File: config.mk
export PLATFORM = sky130hd
export DESIGN_NAME = frame_timebase
export DESIGN_NICKNAME = d
export VERILOG_FILES = /design/src/rtl/ftg_pkg.sv /design/src/rtl/ftg_edge_detect.sv /design/src/rtl/ftg_frame_counter.sv /design/src/rtl/ftg_sync_fsm.sv /design/src/rtl/frame_timebase.sv
export SDC_FILE = /design/constraint.sdc
export NUM_CORES = 1
export LEC_CHECK = 0
export BUFFER_PORTS_ARGS = -buffer_cell sky130_fd_sc_hd__buf_4
export CORE_UTILIZATION = 30
export DETAILED_ROUTE_END_ITERATION = 8
export SLEW_MARGIN = 0
export SYNTH_ARGS = -nofsm -noshare
export SYNTH_HDL_FRONTEND = slang
export SYNTH_HIERARCHICAL = 1
export SYNTH_SLANG_ARGS = --single-unit
File: constraint.sdc
create_clock -name clk -period 6.44 [get_ports clk]
set_input_delay 1.288 -clock clk [delete_from_list [all_inputs] [get_ports clk]]
set_output_delay 1.288 -clock clk [all_outputs]
set_load 0.02 [all_outputs]
File: src/rtl/ftg_pkg.sv
package ftg_pkg;

    typedef enum logic [1:0] {
        ST_FREE   = 2'd0,
        ST_HUNT   = 2'd1,
        ST_LOCKED = 2'd2,
        ST_LOST   = 2'd3
    } sync_state_e;

    localparam int RATE_CODES = 3;

    // counts added per input tick for a given master-input rate code
    function automatic logic [2:0] step_of(input logic [1:0] rate);
        logic [2:0] s;
        unique case (rate)
            2'd1:    s = 3'd2;
            2'd2:    s = 3'd4;
            default: s = 3'd1;
        endcase
        return s;
    endfunction

endpackage

File: src/rtl/ftg_edge_detect.sv
module ftg_edge_detect #(
    parameter int STAGES = 2
) (
    input  logic clk,
    input  logic rst_n,
    input  logic din,
    output logic fall
);

    // pipe[0] is the first synchroniser stage; pipe[STAGES] holds the previous sample
    logic [STAGES:0] pipe;

    always_ff @(posedge clk) begin
        if (!rst_n) pipe[0] <= 1'b1;
        else        pipe[0] <= din;
    end

    for (genvar g = 1; g <= STAGES; g++) begin : g_stage
        always_ff @(posedge clk) begin
            if (!rst_n) pipe[g] <= 1'b1;
            else        pipe[g] <= pipe[g-1];
        end
    end

    assign fall = pipe[STAGES] & ~pipe[STAGES-1];

endmodule

File: src/rtl/ftg_frame_counter.sv
module ftg_frame_counter
    import ftg_pkg::*;
#(
    parameter int CNT_W   = 11,
    parameter int ALIGN   = 3,
    parameter int FP_HALF = 2
) (
    input  logic             clk,
    input  logic             rst_n,
    input  logic             tick,
    input  logic [1:0]       rate,
    input  logic             load,
    output logic [CNT_W-1:0] cnt,
    output logic             wrap,
    output logic             slip,
    output logic [2:0]       en,
    output logic             frame_n
);

    localparam logic [CNT_W-1:0] ALIGN_V = CNT_W'(ALIGN);
    localparam logic [CNT_W-1:0] HALF_V  = CNT_W'(FP_HALF);
    localparam logic [CNT_W-1:0] WIN_V   = CNT_W'(2 * FP_HALF);

    logic [2:0]       step;
    logic [CNT_W:0]   sum;
    logic [CNT_W-1:0] adv_val;
    logic [CNT_W-1:0] nxt;
    logic [CNT_W-1:0] diff;
    logic [CNT_W-1:0] win_pos;
    logic             upd;
    logic             far;

    always_comb begin
        step    = step_of(rate);
        sum     = {1'b0, cnt} + (CNT_W+1)'(step);
        adv_val = tick ? sum[CNT_W-1:0] : cnt;
        wrap    = tick & sum[CNT_W] & ~load;
        nxt     = load ? ALIGN_V : adv_val;
        upd     = tick | load;
        diff    = ALIGN_V - adv_val;
        far     = !((diff == '0) || (diff == CNT_W'(1)) || (diff == '1));
        win_pos = nxt + HALF_V;
    end

    always_ff @(posedge clk) begin
        if (!rst_n) begin
            cnt     <= '0;
            slip    <= 1'b0;
            frame_n <= 1'b0;
        end else begin
            cnt  <= nxt;
            slip <= load & far;
            if (upd) frame_n <= ~(win_pos < WIN_V);
        end
    end

    // en[0] = 8.192 MHz, en[1] = 4.096 MHz, en[2] = 2.048 MHz
    for (genvar g = 0; g < 3; g++) begin : g_en
        always_ff @(posedge clk) begin
            if (!rst_n) en[g] <= 1'b0;
            else        en[g] <= upd & (nxt[g:0] == '0);
        end
    end

    p_load_value_r6: assert property (@(posedge clk) disable iff (!rst_n)
        load |=> cnt == ALIGN_V);

    p_unit_step_r2: assert property (@(posedge clk) disable iff (!rst_n)
        tick && !load && rate == 2'd0 |=> cnt == $past(cnt) + CNT_W'(1));

    p_hold_r2: assert property (@(posedge clk) disable iff (!rst_n)
        !tick && !load |=> $stable(cnt) && !slip);

    p_slip_cause_r8: assert property (@(posedge clk) disable iff (!rst_n)
        !load |=> !slip);

endmodule

File: src/rtl/ftg_sync_fsm.sv
module ftg_sync_fsm
    import ftg_pkg::*;
#(
    parameter int LOS_FRAMES = 2
) (
    input  logic clk,
    input  logic rst_n,
    input  logic sync_mode,
    input  logic edge_seen,
    input  logic wrap,
    output logic load,
    output logic los
);

    localparam int WC_W = $clog2(LOS_FRAMES + 1);
    localparam logic [WC_W-1:0] WC_MAX  = WC_W'(LOS_FRAMES);
    localparam logic [WC_W-1:0] WC_LAST = WC_W'(LOS_FRAMES - 1);

    sync_state_e     state, nstate;
    logic [WC_W-1:0] wraps;
    logic            timeout;

    assign timeout = wrap & (wraps == WC_LAST) & ~edge_seen;

    always_comb begin
        nstate = state;
        if (!sync_mode) begin
            nstate = ST_FREE;
        end else begin
            unique case (state)
                ST_FREE:   nstate = edge_seen ? ST_LOCKED : ST_HUNT;
                ST_HUNT: begin
                    if (edge_seen)    nstate = ST_LOCKED;
                    else if (timeout) nstate = ST_LOST;
                end
                ST_LOCKED: begin
                    if (timeout) nstate = ST_LOST;
                end
                ST_LOST: begin
                    if (edge_seen) nstate = ST_LOCKED;
                end
                default:   nstate = ST_FREE;
            endcase
        end
    end

    always_ff @(posedge clk) begin
        if (!rst_n) state <= ST_FREE;
        else        state <= nstate;
    end

    always_ff @(posedge clk) begin
        if (!rst_n)                      wraps <= '0;
        else if (!sync_mode || edge_seen) wraps <= '0;
        else if (wrap && wraps != WC_MAX) wraps <= wraps + WC_W'(1);
    end

    always_comb begin
        load = sync_mode & edge_seen;
        los  = (state == ST_LOST);
    end

    p_free_no_los_r5: assert property (@(posedge clk) disable iff (!rst_n)
        !sync_mode |=> !los);

    p_edge_relock_r10: assert property (@(posedge clk) disable iff (!rst_n)
        sync_mode && edge_seen |=> !los);

    p_los_needs_wrap_r9: assert property (@(posedge clk) disable iff (!rst_n)
        !los && !wrap |=> !los);

endmodule

File: src/rtl/frame_timebase.sv
module frame_timebase
    import ftg_pkg::*;
#(
    parameter int CNT_W       = 11,
    parameter int ALIGN       = 3,
    parameter int FP_HALF     = 2,
    parameter int SYNC_STAGES = 2,
    parameter int LOS_FRAMES  = 2
) (
    input  logic             clk,
    input  logic             rst_n,
    input  logic             in_tick,
    input  logic [1:0]       in_rate,
    input  logic             sync_mode,
    input  logic             sync_sel,
    input  logic             bp_frame_n,
    input  logic             ext_ref,
    output logic [CNT_W-1:0] frame_pos,
    output logic             en_8m,
    output logic             en_4m,
    output logic             en_2m,
    output logic             frame_n,
    output logic             slip,
    output logic             los
);

    logic [1:0] src_in;
    logic [1:0] src_fall;
    logic       edge_seen;
    logic       load;
    logic       wrap;
    logic [2:0] en;

    assign src_in = {ext_ref, bp_frame_n};

    for (genvar s = 0; s < 2; s++) begin : g_src
        ftg_edge_detect #(.STAGES(SYNC_STAGES)) u_edge (
            .clk  (clk),
            .rst_n(rst_n),
            .din  (src_in[s]),
            .fall (src_fall[s])
        );
    end

    assign edge_seen = sync_sel ? src_fall[1] : src_fall[0];

    ftg_sync_fsm #(.LOS_FRAMES(LOS_FRAMES)) u_fsm (
        .clk      (clk),
        .rst_n    (rst_n),
        .sync_mode(sync_mode),
        .edge_seen(edge_seen),
        .wrap     (wrap),
        .load     (load),
        .los      (los)
    );

    ftg_frame_counter #(
        .CNT_W  (CNT_W),
        .ALIGN  (ALIGN),
        .FP_HALF(FP_HALF)
    ) u_cnt (
        .clk    (clk),
        .rst_n  (rst_n),
        .tick   (in_tick),
        .rate   (in_rate),
        .load   (load),
        .cnt    (frame_pos),
        .wrap   (wrap),
        .slip   (slip),
        .en     (en),
        .frame_n(frame_n)
    );

    assign en_8m = en[0];
    assign en_4m = en[1];
    assign en_2m = en[2];

    p_en_nest_r3: assert property (@(posedge clk) disable iff (!rst_n)
        en_2m |-> en_4m && en_8m);

    p_reset_quiet_r1: assert property (@(posedge clk)
        !rst_n |=> !slip && !los && !en_8m);

endmodule

==> results, run 1 <==
- After detailed routing, the average wire length per cell comes to 11.5 um.
- The number of gates resized after CTS was 0.
- In the finished design, the share of the clock period the worst path needs comes to 54.5%.
- Summed over all layers, the global routing overflow is 0.
- The layout has 463 filler cells.
- Of the total synthesized cell area, the portion taken by XOR and XNOR cells is 6.35%.
- The shortest clock period the worst path allows after layout is 3.51 ns.
- Across the routed clock network, the largest skew measured is 0.00462 ns.
- 26 I/O pins were placed.
- The chip height is 69.8 um.
- The startpoint class of the critical path is a primary input.
- The final antenna diode count is 0.
- The synthesized design contains 0 enable-type register cells.
- The most used flip-flop cell after synthesis is sky130_fd_sc_hd__dfxtp_1.
- The mean number of vias per cell is 4.91.
- Compared with the post-synthesis result, the final layout area differs by 21.8%.
- The first global-routing pass estimated 4.44 mm of wire.
- The count of placed standard cells in the final layout, fillers left out is 234.
- The final number of max-transition violations is 0.
- After synthesis, the share of cell area in mux cells is 1.81%.
- The level count of the clock H-tree is 1.
- The latest clock arrival within the worst-skew pair is 0.27 ns.
- The initial antenna violation count is 0.
- The hold path startpoint is g_src[0].u_edge/pipe[0]$_SDFF_PN1_.
- The total area inside the core boundary comes to 4380 um2.
- Counting the buffers created by CTS gives 3.
- The pre-antenna-repair detailed-routing pass consisted of 4 iterations.
- Setup repair after global routing left no endpoint under its margin.
- The run finished with clean final reports.
- The number of nets at the end of the flow is 201.
- The number of unique standard cell types used by synthesis is 42.
- The overall track demand over capacity in global routing is 11.2%.
- The startpoint identified for the worst register-to-register timing path is u_cnt/cnt[1]$_SDFF_PN0_.
- The async set or reset register ratio after synthesis is 0%.
- The instance count after placement with tap cells included is 230.
- The detailed router finished its first iteration with 61 violations.
- The tightest hold path in the finished design has a slack of 0.413 ns.
- The total negative slack for setup checks is 0 ns.
- The DRC violations left is 0.
- After synthesis, the most frequently instantiated cells are sky130_fd_sc_hd__dfxtp_1 (26), sky130_fd_sc_hd__nor2_1 (21), sky130_fd_sc_hd__nand2_1 (9), sky130_fd_sc_hd__nor3_1 (9), sky130_fd_sc_hd__xnor2_1 (9).
- The HPWL after detailed placement is 2.07 mm.
- The critical path required time is 6.59 ns.
- The count of standard-cell rows is 24.
- The maximum buffer depth of the clock tree is 2.
- The number of buffers inserted by hold repair at cts is 0.
- Entering global routing, the biggest net connects 16 pins.
- The synthesized netlist devotes 10.8% of its cell area to compound gates.
- The clock tree from TritonCTS is built.
- Summing all multi-input logic gate instances after layout gives 811 um2.
- The count of nets left with antenna violations once routing finished came out at 0.
- Detailed routing inserted a total of 1,148 vias.
- After synthesis, the cell types taking the most area are sky130_fd_sc_hd__dfxtp_1 (38%), sky130_fd_sc_hd__ha_1 (7.3%), sky130_fd_sc_hd__nor2_1 (5.7%), sky130_fd_sc_hd__xnor2_1 (5.7%), sky130_fd_sc_hd__nor3_1 (3.3%).
- The clock transition at the registers of the reported paths is 0.09 ns.
- Yosys instantiated no cell more often than sky130_fd_sc_hd__dfxtp_1.
- After technology mapping, the gate count stands at 159.
- In this run, synthesis produced a sequential element count of 26.
- The share of synthesized area in the top cell type comes to 37.7%.
- The adder-cell share of the synthesized area is 8.70%.
- The top achievable clock speed is 285 MHz.
- The path class of the tightest hold or removal check is reg -> reg.
- After synthesis, the mean cell area works out to 8.68 um2.
- The max capacitance violation total is 0.
- The cell taking the most area after synthesis is sky130_fd_sc_hd__dfxtp_1.
- At the pin with the least slew margin, the transition time is 0.466 ns.
- The floorplan step set the die width to 69.8 um.
- The count of clock tree sinks is 26.
- The maximum fanout along the worst path is 4.
- For this block, the routed nets add up to 2.69 mm of wire.
- During placement, the flow inserted port buffers numbering 25.
- Yosys printed 6 warnings.
- The worst setup path startpoint is in_rate[0].
- The fraction of layout instances using a drive strength above 1 is 19.8%.
- Dividing total power by cell area gives a power density of 220 nW/um2.
- The worst-case reg-to-reg path depth is 8.
- The leakage power figure is 0.634 nW.
- The initial standard-cell utilization of the core is 31.5%.
- The dominant combinational cell family by area after synthesis is simple AND/OR/NAND/NOR gates.
- The peak ir drop on the vdd network is 0.146 mV.
- The count of endpoints failing hold in the final timing report is 0.
- The netlist area before placement is 1380 um2.
- Clock tree synthesis selected as its root buffer the cell sky130_fd_sc_hd__clkbuf_8.
- The type of destination of the critical path is a flip-flop.
- The die covers 4880 um2.
- Registers take 520 um2.
- Of the total synthesized cell area, the portion taken by AND, OR, NAND and NOR gates is 31.1%.
- The cell count of the worst hold path is 1.
- Setup violations remaining at the end of the flow were counted as 0.
- The worst setup path is of the in -> reg kind.
- The sequential-to-total area share from yosys stat is 37.7%.
- The total nets after synthesis is 177.
- The via count of the first global-routing pass is 974.
- Data on the critical path arrives at its endpoint at 3.66 ns.
- In this run the post-CTS setup repair buffer count came out at 0.
- The final weighted congestion in routability-driven placement is 0.818.
- The worst pin sits at a relative slew slack of 68.8%.
[through the flow]
| stage | power (mW) | setup WS (ns) | utilization (%) | instance area, um2 |
|---|---|---|---|---|
| final | 0.369 | 2.93 | 38.4 | 1680 |
| after global routing | 0.393 | 2.76 | 38.4 | 1680 |
| after CTS | 0.376 | 2.92 | 38.4 | 1680 |
| after detailed placement | 0.241 | 2.64 | 36.7 | 1610 |
| after global placement | 0.240 | 2.69 | 36.7 | 1610 |
| after floorplan | 0.218 | 2.87 | - | 1380 |
[critical path: stages]
cell	delay, ns
sky130_fd_sc_hd__buf_4	0.08
sky130_fd_sc_hd__inv_1	0.03
sky130_fd_sc_hd__ha_1	0.28
sky130_fd_sc_hd__ha_1	0.21
sky130_fd_sc_hd__fa_1	0.41
sky130_fd_sc_hd__xnor2_1	0.19
sky130_fd_sc_hd__a211oi_1	0.37
sky130_fd_sc_hd__ha_1	0.31
sky130_fd_sc_hd__nand4b_1	0.17
sky130_fd_sc_hd__a211oi_1	0.21
sky130_fd_sc_hd__o22ai_1	0.10
[path summary, 6_finish.rpt]
check	endpoint	slack, ns
max	u_cnt/frame_n$_SDFFE_PN0N_	2.93
max reg2reg	u_fsm/wraps[1]$_SDFFE_PP0P_	3.93
min	g_src[0].u_edge/pipe[1]$_SDFF_PN1_	0.41
min reg2reg	g_src[0].u_edge/pipe[1]$_SDFF_PN1_	0.41
[logic make-up (layout without fill, tap and decap cells)]
kind of cell | count (synthesis) | after routing
multiplexers | 2 | 2
AND/OR/NAND/NOR | 77 | 77
flip-flops | 26 | 26
buffers and inverters | 13 | 36
adder cells (fa/ha/maj) | 9 | 9
XOR/XNOR | 10 | 10
AO/OA/AOI/OAI | 22 | 22
[layout make-up]
class | count | area share (%)
tap | 52 | 3.87
inverter | 7 | 1.56
timing repair buffer | 25 | 11.2
sequential | 26 | 31.0
clock inverter | 1 | 1.79
clock buffer | 3 | 2.46
multi-input combinational | 120 | 48.2
[power by group]
part	internal (mW)	leakage, nW	switching, mW
sequential	0.168	0.212	0.00561
clock	0.0831	0.0357	0.0501
combinational	0.0283	0.386	0.0346
[sequential cells by signal, summed over array words and instances (netlist names)]
| register | count |
|---|---|
| g_src.u_edge/pipe | 6 |
| u_cnt/en | 3 |
| u_fsm/state | 2 |
| u_cnt/slip | 1 |
| u_cnt/frame_n | 1 |
| u_cnt/cnt | 11 |
| u_fsm/wraps | 2 |
[layer usage]
layer / part of all wire, % / wire [um] / global-route usage (%)
met2: 45 / 1210 / 17.1
met3: 6.1 / 164 / 3.34
met1: 48 / 1300 / 15.6
met5: 0 / 0 / 0
met4: 0.30 / 8 / 2.00
[placed cells by master (no fill, tap or decap), types with 3 or more instances in the layout]
cell type / synthesis / layout
sky130_fd_sc_hd__nor2b_1: 4 / 4
sky130_fd_sc_hd__dfxtp_1: 26 / 26
sky130_fd_sc_hd__a21oi_1: 5 / 5
sky130_fd_sc_hd__nand2b_1: 7 / 7
sky130_fd_sc_hd__o21ai_0: 4 / 4
sky130_fd_sc_hd__a211oi_1: 5 / 5
sky130_fd_sc_hd__clkbuf_8: 0 / 3
sky130_fd_sc_hd__nand3_1: 3 / 3
sky130_fd_sc_hd__nor4_1: 4 / 4
sky130_fd_sc_hd__and2_1: 3 / 3
sky130_fd_sc_hd__inv_1: 7 / 7
sky130_fd_sc_hd__nor2_1: 21 / 21
sky130_fd_sc_hd__nor3_1: 9 / 9
sky130_fd_sc_hd__buf_4: 0 / 25
sky130_fd_sc_hd__nand2_1: 9 / 9
sky130_fd_sc_hd__xnor2_1: 9 / 9
sky130_fd_sc_hd__ha_1: 8 / 8
Power figures use the tool's default switching activity.
==> run 2: changes to the inputs <==
--- a/config.mk
+++ b/config.mk
@@ -5,6 +5,7 @@
 export SDC_FILE = /design/constraint.sdc
 export NUM_CORES = 1
 export LEC_CHECK = 0
+export ABC_AREA = 1
 export BUFFER_PORTS_ARGS = -buffer_cell sky130_fd_sc_hd__buf_4
 export CORE_UTILIZATION = 30
 export DETAILED_ROUTE_END_ITERATION = 8
==> constraint.sdc (replaced) <==
create_clock -name clk -period 3.4 [get_ports clk]
set_input_delay 0.68 -clock clk [delete_from_list [all_inputs] [get_ports clk]]
set_output_delay 0.68 -clock clk [all_outputs]
set_load 0.02 [all_outputs]
==> run 2 against run 1 <==
  * Critical path depth increased by 4
  * Register-to-register slack got worse by 2.8 ns
  * Combinational power increased by 80%
  * Global-route usage increased by 1.8 points
  * Die area increased by 11%
==> results, run 2 <==
- The flow ran to the end, and the final reports show no timing, DRC or antenna violations.
- The cell with the largest stage delay on the worst path is sky130_fd_sc_hd__fa_1.
- The synthesized netlist devotes 4.41% of its cell area to compound gates.
- The number of warning messages in the yosys log is 6.
- The post-route clock skew is 0.00274 ns.
- The floorplan step defined a core boundary enclosing 4820 um2.
- The worst endpoint data arrival time is 2.90 ns.
- The synthesized netlist devotes 7.84% of its cell area to adder and majority cells.
- The routed design has 3.19 mm of wire.
- CTS built an H-tree with a depth of 1.
- The most common cell after layout, fill and taps aside is sky130_fd_sc_hd__nand2_1.
- The number of unique standard cell types used by synthesis is 26.
- After synthesis, the cell types taking the most area are sky130_fd_sc_hd__dfxtp_1 (34%), sky130_fd_sc_hd__nand2_1 (15%), sky130_fd_sc_hd__inv_1 (10%), sky130_fd_sc_hd__nor2_1 (7.8%), sky130_fd_sc_hd__nand3_1 (6.9%).
- Net switching is 25.5% of the power.
- The half-perimeter wire length after detailed placement is 2.51 mm.
- The most common cell in the synthesized netlist is sky130_fd_sc_hd__nand2_1.
- The number of buffers inserted by hold repair at cts is 0.
- In this run the mean area of a mapped cell was 6.61 um2.
- The total setup buffers inserted after CTS is 0.
- The clock net in this run drives a total of 26 sinks.
- The portion of synthesized area spent on multiplexers is 0%.
- In the global route stage, met1 resource usage came out at 18.7%.
- Once the clock tree was built, the resizer swapped 0 gates to a different size.
- Entering global routing, the biggest net connects 16 pins.
- The number of nets at the end of the flow is 278.
- Dividing the detail-routed via count by the number of cells gives 4.31.
- The floorplan step defined a die boundary enclosing 5400 um2.
- The via count of the first global-routing pass was 1,228.
- For this configuration, the core starts out at a cell density of 31.8%.
- The final antenna diode count is 0.
- The total CTS buffers is 3.
- The register bit count reported by yosys is 26.
- At the worst endpoint, the required time is 3.57 ns.
- Counting instances in the post-synthesis netlist gives the leading cell types as sky130_fd_sc_hd__nand2_1 (60), sky130_fd_sc_hd__inv_1 (42), sky130_fd_sc_hd__nor2_1 (32).
- The fraction of layout instances using a drive strength above 1 is 18.1%.
- Counting along the longest clock path gives a buffer depth of 2.
- The critical path goes through buf_4 -> inv_1 -> ha_1 -> ha_1 -> fa_1 -> nand2_1 -> o21ai_1 -> or2_2 -> ha_1 -> inv_1 -> nand2_1 -> inv_1 -> nand2_1 -> a21oi_1 -> a21oi_2.
- The final critical path takes up 80.2% of the cycle.
- The share of total power dissipated in the clock network is 37.3%.
- Clock tree synthesis selected as its root buffer the cell sky130_fd_sc_hd__clkbuf_8.
- The async set or reset register ratio after synthesis is 0%.
- The met2 demand-to-capacity share in global routing is 18.8%.
- Dividing total power by cell area gives a power density of 375 nW/um2.
- The initialized floorplan defines 25 standard-cell rows.
- The headroom to the max-slew limit is 71.2%.
- Of the total synthesized cell area, the portion taken by XOR and XNOR cells is 0%.
- The number of flops mapped to enable cells by yosys is 0.
- The cell taking the most area after synthesis is sky130_fd_sc_hd__dfxtp_1.
- The min-delay analysis places its worst path in the category reg -> reg.
- The number of instances in the synthesized netlist is 232.
- Setup violations remaining at the end of the flow were counted as 0.
- The minimum setup slack among reg-to-reg paths is 1.13 ns.
- The power after layout is 697 uW.
- The path with the worst hold slack has its endpoint at g_src[1].u_edge/pipe[1]$_SDFF_PN1_.
- Setup repair after global routing left no endpoint under its margin.
- By area, the combinational part of the netlist is dominated by simple AND/OR/NAND/NOR gates.
- Of the post-synthesis cell area, the dominant cell type holds 34.0%.
- The iteration count of the initial detailed-routing pass is 4.
- The total buffers and inverters traversed by the critical path is 4.
- The count of endpoints failing hold in the final timing report is 0.
- The detail route stage leaves a number of antenna-violating nets equal to 0.
- The share of synthesized cell area in and, or, nand and nor gates is 41.6%.
- The width of the chip is 73.5 um.
- The latest clock arrival within the worst-skew pair is 0.27 ns.
- For this block, the via count after detailed routing is 1,404.
- In this design, the stage delay of the slowest critical-path cell is 0.44 ns.
- The initial antenna violation count is 0.
- The sequential share of power is 46.6%.
- The critical register-to-register path startpoint is u_cnt/cnt[0]$_SDFF_PN0_.
- The clock transition at the registers of the reported paths is 0.09 ns.
- The cell area that synthesis handed to floorplanning was 1530 um2.
- In this run the tool buffered the top-level ports with 25 buffer cells.
- The layout has 554 filler cells.
- At the pin with the least slew margin, the transition time is 0.429 ns.
- The type of the worst setup path is in -> reg.
- Counting flops per register, the top entry is u_cnt/cnt.
- The DRC violations left is 0.
- The chip height is 73.5 um.
- Leaving out fill and tap cells, the most frequent cells in the layout are sky130_fd_sc_hd__nand2_1 (60), sky130_fd_sc_hd__inv_1 (42), sky130_fd_sc_hd__nor2_1 (32).
- The total placed instance area is 1790 um2.
- TritonCTS built the clock tree.
- The kind of cell adding the most delay to the critical path is adder cells.
- Measured in cells, the most critical reg-to-reg path has a length of 12.
- The number of top-level design ports is 26.
- The analysis attributes to net switching a power of 178 uW.
- The worst setup path is launched from a primary input.
- The sequential-to-total area share from yosys stat is 34.0%.
- The final number of max-transition violations came to 0.
- On the final layout, the worst hold slack is 0.410 ns.
- The largest registers in the layout are u_cnt/cnt (11), g_src.u_edge/pipe (6), u_cnt/en (3).
- The wire length of the first global-routing pass is 5.40 mm.
- The most used flip-flop cell after synthesis is sky130_fd_sc_hd__dfxtp_1.
- The shortest clock period the worst path allows after layout is 2.73 ns.
- Routability-driven placement finished with a final weighted congestion of 0.763.
- The final instance area is 1860 um2.
- After global routing the overflow that remains totals 0.
- The internal portion of the total power is 519 uW.
- The peak ir drop on the vdd network is 0.132 mV.
- After routing, the total negative slack on setup checks comes to 0 ns.
- The maximum fanout along the worst path is 6.
- Counting every net in the synthesized netlist gives 250.
- The startpoint identified for the worst hold timing path is g_src[1].u_edge/pipe[0]$_SDFF_PN1_.
- The number of flip-flops in the largest register is 11.
- Along the worst hold path, the cell count comes to 2.
- STA classifies the critical path endpoint as a flip-flop.
- The max capacitance violation total is 0.
- Global routing consumed, over all layers together, 12.9% of the routing resources.
- The detailed router finished its first iteration with 68 violations.
- Static timing analysis puts the maximum clock frequency at 367 MHz.
- The proportion of power drawn by combinational gates is 16.1%.
- The leakage power figure is 0.949 nW.
- Relative to the synthesized area, the layout overhead comes to 21.5%.
- The most crowded layer after global routing is met2.
- In the final routed layout, each cell accounts on average for 9.79 um.
- The met3 usage is 1.65%.
- The endpoint of the worst-slack reg-to-reg timing path is u_cnt/frame_n$_SDFFE_PN0N_.
-- run 2: per-stage QoR --
step / worst slack (ns) / instances / utilization [%]
floorplan: 0.651 / 232 / -
detailed placement: 0.403 / 322 / 37.2
CTS: 0.671 / 326 / 38.6
global placement: 0.450 / 322 / 37.2
global route: 0.551 / 326 / 38.6
finish: 0.673 / 326 / 38.6
-- run 2: layer usage --
metal	wire length [um]	up-vias	share of wire, %
met4	67	0	2.1
met2	1320	31	41
met5	0	-	0
met1	1670	595	52
met3	137	5	4.3
li1	-	773	-
-- run 2: cell families (layout without fill, tap and decap cells) --
| kind of cell | count (synthesis) | count (layout) |
|---|---|---|
| compound gates | 12 | 12 |
| simple gates | 138 | 138 |
| fa+ha+maj | 9 | 9 |
| buf+inv | 47 | 74 |
| flops | 26 | 26 |
-- run 2: area by class of cell --
cell class | instances | area (um2) | share of cell area [%]
flip-flops and latches | 26 | 520 | 28.0
clock inverters | 1 | 30.0 | 1.61
repair buffers | 26 | 195 | 10.5
inverters | 44 | 165 | 8.87
multi-input cells | 159 | 826 | 44.4
well taps | 67 | 83.8 | 4.50
clock buffers | 3 | 41.3 | 2.22
-- run 2: tightest hold or removal path, delay by kind of cell, from the launching register on --
kind                   cells  cell delay, ns
flip-flops                 1            0.32
AND/OR/NAND/NOR            1            0.04
buffers and inverters      1            0.03
-- run 2: power by group through the flow --
stage / clock [mW] / sequential, mW / combinational, mW
2_1_floorplan: 0 / 0.342 / 0.0648
5_1_grt: 0.279 / 0.327 / 0.126
4_1_cts: 0.267 / 0.325 / 0.113
3_5_place_dp: 0 / 0.332 / 0.112
3_3_place_gp: 0 / 0.332 / 0.111
6_report: 0.260 / 0.325 / 0.113
-- run 2: how the worst max path moves through the flow --
| stage | from | to | slack [ns] | cells past startpoint |
|---|---|---|---|---|
| 6_report | in_rate[0] | u_cnt/frame_n$_SDFFE_PN0N_ | 0.67 | 15 |
| 5_1_grt | in_rate[0] | u_cnt/frame_n$_SDFFE_PN0N_ | 0.55 | 15 |
| 4_1_cts | in_rate[0] | u_cnt/frame_n$_SDFFE_PN0N_ | 0.67 | 15 |
| 3_5_place_dp | in_rate[0] | u_cnt/frame_n$_SDFFE_PN0N_ | 0.40 | 15 |
| 3_3_place_gp | in_rate[0] | u_cnt/frame_n$_SDFFE_PN0N_ | 0.45 | 15 |
| 2_1_floorplan | in_rate[0] | u_cnt/frame_n$_SDFFE_PN0N_ | 0.65 | 14 |
